==> config.mk <==
export PLATFORM = sky130hd
export DESIGN_NAME = arith_flag_unit
export DESIGN_NICKNAME = d
export VERILOG_FILES = /design/src/rtl/afu_pkg.sv /design/src/rtl/afu_operand_prep.sv /design/src/rtl/afu_adder.sv /design/src/rtl/afu_flag_reg.sv /design/src/rtl/arith_flag_unit.sv
export SDC_FILE = /design/constraint.sdc
export NUM_CORES = 1
export LEC_CHECK = 0
export CORE_UTILIZATION = 30
export CTS_CLUSTER_SIZE = 8
export DETAILED_ROUTE_END_ITERATION = 16
export DONT_BUFFER_PORTS = 1
export GPL_ROUTABILITY_DRIVEN = 0
export PLACE_DENSITY = 0.48
export SLEW_MARGIN = 20
export SYNTH_ARGS = -nofsm -noshare
export SYNTH_HDL_FRONTEND = slang
export SYNTH_HIERARCHICAL = 1
export SYNTH_SLANG_ARGS = --single-unit
export TNS_END_PERCENT = 100
==> constraint.sdc <==
create_clock -name clk -period 3.7 [get_ports clk]
set_clock_uncertainty 0.1 [all_clocks]
set_input_delay 0 -clock clk [delete_from_list [all_inputs] [get_ports clk]]
set_output_delay 0 -clock clk [all_outputs]
set_load 0.01 [all_outputs]
==> src/rtl/afu_pkg.sv <==
package afu_pkg;
    localparam int DATA_W = 32;

    typedef enum logic [1:0] {
        OP_ADD = 2'b00,
        OP_ADC = 2'b01,
        OP_SUB = 2'b10,
        OP_SBC = 2'b11
    } afu_op_e;

    typedef struct packed {
        logic n;
        logic z;
        logic c;
        logic v;
    } afu_flags_t;

    function automatic logic op_is_sub(input afu_op_e o);
        return o[1];
    endfunction

    function automatic logic op_takes_carry(input afu_op_e o);
        return o[0];
    endfunction
endpackage

==> src/rtl/afu_operand_prep.sv <==
module afu_operand_prep
    import afu_pkg::*;
#(
    parameter int W = DATA_W
) (
    input  afu_op_e        op,
    input  logic [W-1:0]   b_in,
    input  logic           stored_c,
    output logic [W-1:0]   b_eff,
    output logic           cin
);
    // Subtraction adds the inverted operand; the implicit +1 comes from cin.
    always_comb begin
        b_eff = op_is_sub(op) ? ~b_in : b_in;
        if (op_takes_carry(op))
            cin = stored_c;
        else
            cin = op_is_sub(op);
    end
endmodule

==> src/rtl/afu_adder.sv <==
module afu_adder #(
    parameter int W = 32
) (
    input  logic [W-1:0] a,
    input  logic [W-1:0] b,
    input  logic         cin,
    output logic [W-1:0] sum,
    output logic         cout,
    output logic         ovf
);
    logic [W:0] wide;

    always_comb begin
        wide = {1'b0, a} + {1'b0, b} + {{W{1'b0}}, cin};
        sum  = wide[W-1:0];
        cout = wide[W];
        // Signed overflow: operands agree in sign, sum differs from them.
        ovf  = ~(a[W-1] ^ b[W-1]) & (a[W-1] ^ wide[W-1]);
    end
endmodule

==> src/rtl/afu_flag_reg.sv <==
module afu_flag_reg
    import afu_pkg::*;
(
    input  logic       clk,
    input  logic       rst,
    input  logic       we,
    input  afu_flags_t d,
    output afu_flags_t q
);
    always_ff @(posedge clk) begin
        if (rst)
            q <= '0;
        else if (we)
            q <= d;
    end

    AST_HOLD_IDLE: assert property (@(posedge clk) disable iff (rst)
        !we |=> q == $past(q));

    AST_LOAD_ON_WE: assert property (@(posedge clk) disable iff (rst)
        we |=> q == $past(d));
endmodule

==> src/rtl/arith_flag_unit.sv <==
module arith_flag_unit
    import afu_pkg::*;
#(
    parameter int W = DATA_W
) (
    input  logic         clk,
    input  logic         rst,
    input  logic [W-1:0] opa,
    input  logic [W-1:0] opb,
    input  logic [1:0]   op,
    input  logic         flag_we,
    output logic [W-1:0] result,
    output logic         flag_n,
    output logic         flag_z,
    output logic         flag_c,
    output logic         flag_v
);
    afu_op_e      op_q;
    logic [W-1:0] b_eff;
    logic         cin;
    logic         cout;
    logic         ovf;
    afu_flags_t   next_flags;
    afu_flags_t   cur_flags;

    assign op_q = afu_op_e'(op);

    afu_operand_prep #(.W(W)) u_prep (
        .op       (op_q),
        .b_in     (opb),
        .stored_c (cur_flags.c),
        .b_eff    (b_eff),
        .cin      (cin)
    );

    afu_adder #(.W(W)) u_add (
        .a    (opa),
        .b    (b_eff),
        .cin  (cin),
        .sum  (result),
        .cout (cout),
        .ovf  (ovf)
    );

    always_comb begin
        next_flags.n = result[W-1];
        next_flags.z = (result == '0);
        next_flags.c = cout;
        next_flags.v = ovf;
    end

    afu_flag_reg u_flags (
        .clk (clk),
        .rst (rst),
        .we  (flag_we),
        .d   (next_flags),
        .q   (cur_flags)
    );

    assign flag_n = cur_flags.n;
    assign flag_z = cur_flags.z;
    assign flag_c = cur_flags.c;
    assign flag_v = cur_flags.v;

    AST_ADD_CARRY: assert property (@(posedge clk) disable iff (rst)
        (flag_we && op == OP_ADD) |=> flag_c == ($past(result) < $past(opa)));

    AST_ADC_CARRY_SET: assert property (@(posedge clk) disable iff (rst)
        (flag_we && op == OP_ADC && flag_c) |=> flag_c == ($past(result) <= $past(opa)));

    AST_SUB_CARRY: assert property (@(posedge clk) disable iff (rst)
        (flag_we && op == OP_SUB) |=> flag_c == ($past(opa) >= $past(opb)));

    AST_SBC_CARRY_CLR: assert property (@(posedge clk) disable iff (rst)
        (flag_we && op == OP_SBC && !flag_c) |=> flag_c == ($past(opa) > $past(opb)));

    AST_NEG_ZERO: assert property (@(posedge clk) disable iff (rst)
        flag_we |=> (flag_n == $past(result[W-1])) && (flag_z == ($past(result) == '0)));
endmodule

; ---- Word level (Yosys, flattened, before mapping)
; Cells that the tools add are included.
[word_totals]
regBits = 4
input_bits = 69
output_inout_bits = 36
wordCells = 14
[op_classes]
add_sub_neg = 2
muxes = 2
bitwise = 5
reduce_logical = 1
[op_table]
columns = operator, n
row1 = 32-bit by 32-bit adder with 33-bit output, 1
row2 = 33-bit by 1-bit adder with 33-bit output, 1
row3 = 32-bit logical NOT, 1
row4 = 32-bit 2-to-1 mux, 1
row5 = 32-bit inverter, 1
row6 = 1-bit bitwise XOR, 2
row7 = 1-bit bitwise AND, 1
row8 = 1-bit 2-to-1 mux, 1
row9 = 1-bit inverter, 1

; ---- Longest topological paths before layout
[depth]
word_depth = 6
mapped_depth = 17
ltp_nobuf = 15

; ---- By module
; The synthesis kept the hierarchy.
[by_module_without_submodules]
columns = module, n_inst, cells_per_inst, area_per_inst_um2, seq_area_each_um2
row1 = afu_adder, 1, 228, 1686.6, 0.0
row2 = afu_operand_prep, 1, 37, 362.8, 0.0
row3 = afu_flag_reg, 1, 13, 140.1, 80.1
row4 = arith_flag_unit, 1, 11, 72.6, 0.0

; ---- Worst setup path before layout
; OpenSTA, ideal clock, no wires.
[synth_timing]
path_type = flip-flop to flip-flop
start = register u_flags/q[1] (netlist bit)
end = register u_flags/q[2] (netlist bit)
setup_time_ps = 64
t_arrival_ps = 3414
required_ps = 3536
slack_ps = 122
stages_incl_launch_ff = 16
path_buffers = 0
synth_period_minus_slack_ps = 3578
cell_sequence = dfxtp_1 -> mux2_2 -> fa_1 -> fa_1 -> a21o_1 -> a221oi_1 -> nor3_1 -> nor2_1 -> o2111a_1 -> o21ai_0 -> xor2_1 -> nor4_1 -> nand4_1 -> nor2_1 -> mux2i_1 -> nor2_1
[synth_rtl]
columns = item, line
row1 = start: declaration, afu_flag_reg.sv:8  ; output afu_flags_t q
row2 = start signal: assignment, afu_flag_reg.sv:12  ; q <= '0;
row3 = start signal: assignment, afu_flag_reg.sv:14  ; q <= d;

==> impl_metrics.json <==
{
  "hold_viol_final": 0,
  "drc": 0,
  "post-synth-top-area-cell": "ha_1",
  "fp-row-count": 31,
  "registers.top_by_ff_count": "u_flags/q",
  "regArea_sq_um": 80.08,
  "design.final.nets": 419,
  "outcome": "finished clean",
  "worst-setup-path-type": "reg -> reg",
  "drv_slew": 0,
  "max_cap_viol_count": 0,
  "antenna_found_initial": 0,
  "fraction_of_final_layout_cells_sized_beyond_drive_strength_1_pct": 16.83,
  "layout-area-overhead-vs-synth_pct": 16.76,
  "dpl-instance-area_sq_um": 2486,
  "largest_reg_flops": 4,
  "post-route-period-util_pct": 94.39,
  "place_hpwl_mm": 5.637,
  "area_of_the_core_sq_um": 7253,
  "timing.critical_path.to_type": "register",
  "rsz0062_at_grt": "true",
  "synthesis.nets": 391,
  "dp.cells": 404,
  "setup_viol_count_final": 0,
  "ys_ff_latch": 4,
  "dr_total_vias": 2263,
  "diodes_inserted": 0,
  "count_leader_synth": "xor2_1",
  "wl_mm": 6.714,
  "postSynthAreaPerCell_sq_um": 7.828,
  "finalInstanceArea_sq_um": 2641,
  "cp_max_fo": 4,
  "die_width_um": 88.84,
  "via_count_of_the_first_global_routing_pass": 2111,
  "synth_enable_flop_cells": 0,
  "worst-slew-pin-transition_ps": 469.6,
  "area_of_the_multi_input_gates_sq_um": 2111,
  "first_pass_grt_wire_length_mm": 10.14,
  "timing.critical_path.from_type": "register",
  "worst_ir_drop_vdd_mv": 0.2631,
  "power.share.combinational_pct": 85.1,
  "clkTransAtPathRegs_ps": 30,
  "share_of_yosys_cell_area_claimed_by_the_top_area_cell_type_pct": 17.15,
  "power.density_nw_per_um2": 368.4,
  "hold_path_class": "in -> reg",
  "yosys_warnings": 6,
  "critPathArrivalTime_ps": 3550,
  "cts_max_path_buffers": 2,
  "dr_iter_0_viols": 128,
  "switching_share_pct": 51.25,
  "clock_power_share_pct": 9.6,
  "clock_tree_from_tritoncts": "yes",
  "grt-ovfl-total": 0,
  "die_height_um": 88.84,
  "design.die.area_sq_um": 7892,
  "final_critical_path_time_including_i_o_delays_and_setup_ps": 3492,
  "synth_seq_area_share_pct": 3.540,
  "static-leakage-power_nw": 1.180,
  "grt.total_usage_pct": 16.20,
  "synth_top_cells_by_area": "ha_1 (17%), xor2_1 (16%), xnor2_1 (7.0%)",
  "ctsRootBufferMaster": "clkbuf_8",
  "detail_route.wl_per_cell_um": 16.22,
  "initial_core_util_pct": 31.19,
  "filler_cell_count": 789,
  "clk-insertion-delay-late_ps": 220,
  "pin_count_of_the_biggest_net_entering_global_routing": 34,
  "ys.flop_type": "dfxtp_1",
  "finish.cell_count_without_fillers": 414,
  "firstDrtPassIters": 4,
  "synth-async-reset-ratio_pct": 0,
  "switchingPower_uw": 498.6,
  "slew_headroom_pct": 68.35,
  "cts_num_sinks": 4,
  "ant_nets": 0,
  "cts-buffers-inserted": 3,
  "pwr-share-seq_pct": 5.3,
  "worst_ep_required_time_ps": 3760,
  "syn_area_sq_um": 2262,
  "htreeDepth": 1,
  "syn_inst": 289,
  "largest_registers": "u_flags/q (4)",
  "viasPerCell": 5.466,
  "max_freq_mhz": 286.3,
  "ys_top_cells_by_count": "xor2_1 (42), ha_1 (31), a21oi_1 (26)",
  "cellInternalPower_uw": 474.3,
  "post-route-util_pct": 36.42,
  "netlist-cell-type-count": 48,
  "numPortBuffers": 0,
  "io_pins": 105
}
==> repair_timing <==
item	in CTS	in global routing
hold buffers	3	0
resized for setup	5	8
endpoints found under the hold margin	4	0
pin swaps	5	8
endpoints found under the setup margin	1	2
buffers inserted	0	4
==> final timing paths <==
kind,startpoint,end,slack (ps),cells past startpoint
min reg2reg,u_flags/q[3],u_flags/q[3],470,2
min,opa[31],u_flags/q[1],90,5
max,u_flags/q[1],u_flags/q[2],210,16
max reg2reg,u_flags/q[1],u_flags/q[2],210,16
==> layout make-up <==
cell class	instances	share of cell area, %
clock buffers	3	1.563
well taps	99	4.690
multi-input cells	267	79.91
flip-flops and latches	4	3.032
repair buffers	33	9.664
inverters	8	1.137
==> metal layers <==
| metal | routed length, um | GRT usage (%) | vias to the layer above |
|---|---|---|---|
| met1 | 2955 | 21.20 | 1038 |
| met5 | 0 | 0 | - |
| met4 | 0 | 0.4399 | 0 |
| met3 | 556 | 3.825 | 0 |
| met2 | 3201 | 28.39 | 88 |
| li1 | - | - | 1137 |
==> worst max-delay path: stages (launching register included) <==
cell and delay, ps:
dfxtp_1 300, mux2_2 270, fa_2 360, buf_4 150, a211oi_1 230, nor2_1 140, a221oi_4 340, buf_4 190
o41ai_4 80, a31oi_2 210, o21ai_0 130, xor2_1 200, nor4_2 320, nand4_1 130, nor2_1 110, mux2i_1 80
nor2_1 90
==> power groups by stage <==
stage | registers, mW | clock network [mW] | logic, mW
finish | 0.0514 | 0.0936 | 0.828
global placement | 0.0517 | 0 | 0.786
CTS | 0.0513 | 0.0950 | 0.803
global route | 0.0519 | 0.0980 | 0.903
floorplan | 0.0519 | 0 | 0.551
detailed placement | 0.0518 | 0 | 0.786
==> placed cells by master (no fill, tap or decap), types with 3 or more instances in the layout <==
master	Yosys	layout
a211oi_1	3	3
a21o_1	17	17
a21oi_1	26	24
a31oi_1	5	5
and3_1	4	4
buf_4	0	30
clkbuf_8	0	3
dfxtp_1	4	4
dlygate4sd3_1	0	3
ha_1	31	31
inv_1	8	8
mux2i_1	4	4
nand2_1	18	17
nand3_1	5	5
nand4_1	9	9
nor2_1	19	19
nor3_1	3	3
nor4_1	9	5
nor4_2	1	5
o211ai_1	4	4
o21ai_0	16	14
o21bai_1	7	7
xnor2_1	18	18
xor2_1	42	42
==> logic make-up after synthesis <==
family / share of synthesized area, %
xor gates and xnor gates: 23.23
buffers and inverters: 5.531
and+or+nand+nor: 16.76
DFF: 3.540
AOI/OAI and AO/OA: 29.76
muxes: 2.268
adders and majority gates: 18.92
==> per-stage QoR <==
step / TNS [ps] / power [mW] / hold WS (ps) / setup slack, ps
final: 0 / 0.9729 / 85.02 / 207.7
after CTS: 0 / 0.9493 / 93.83 / 0.2047
after global placement: -195.8 / 0.8374 / -25.98 / -195.8
after detailed placement: -259.7 / 0.8373 / -23.88 / -259.7
after global routing: -40.16 / 1.053 / 114.4 / -40.16
after floorplan: 0 / 0.6025 / -27.62 / 122.1
No activity file was read; power rests on OpenSTA's default activity.
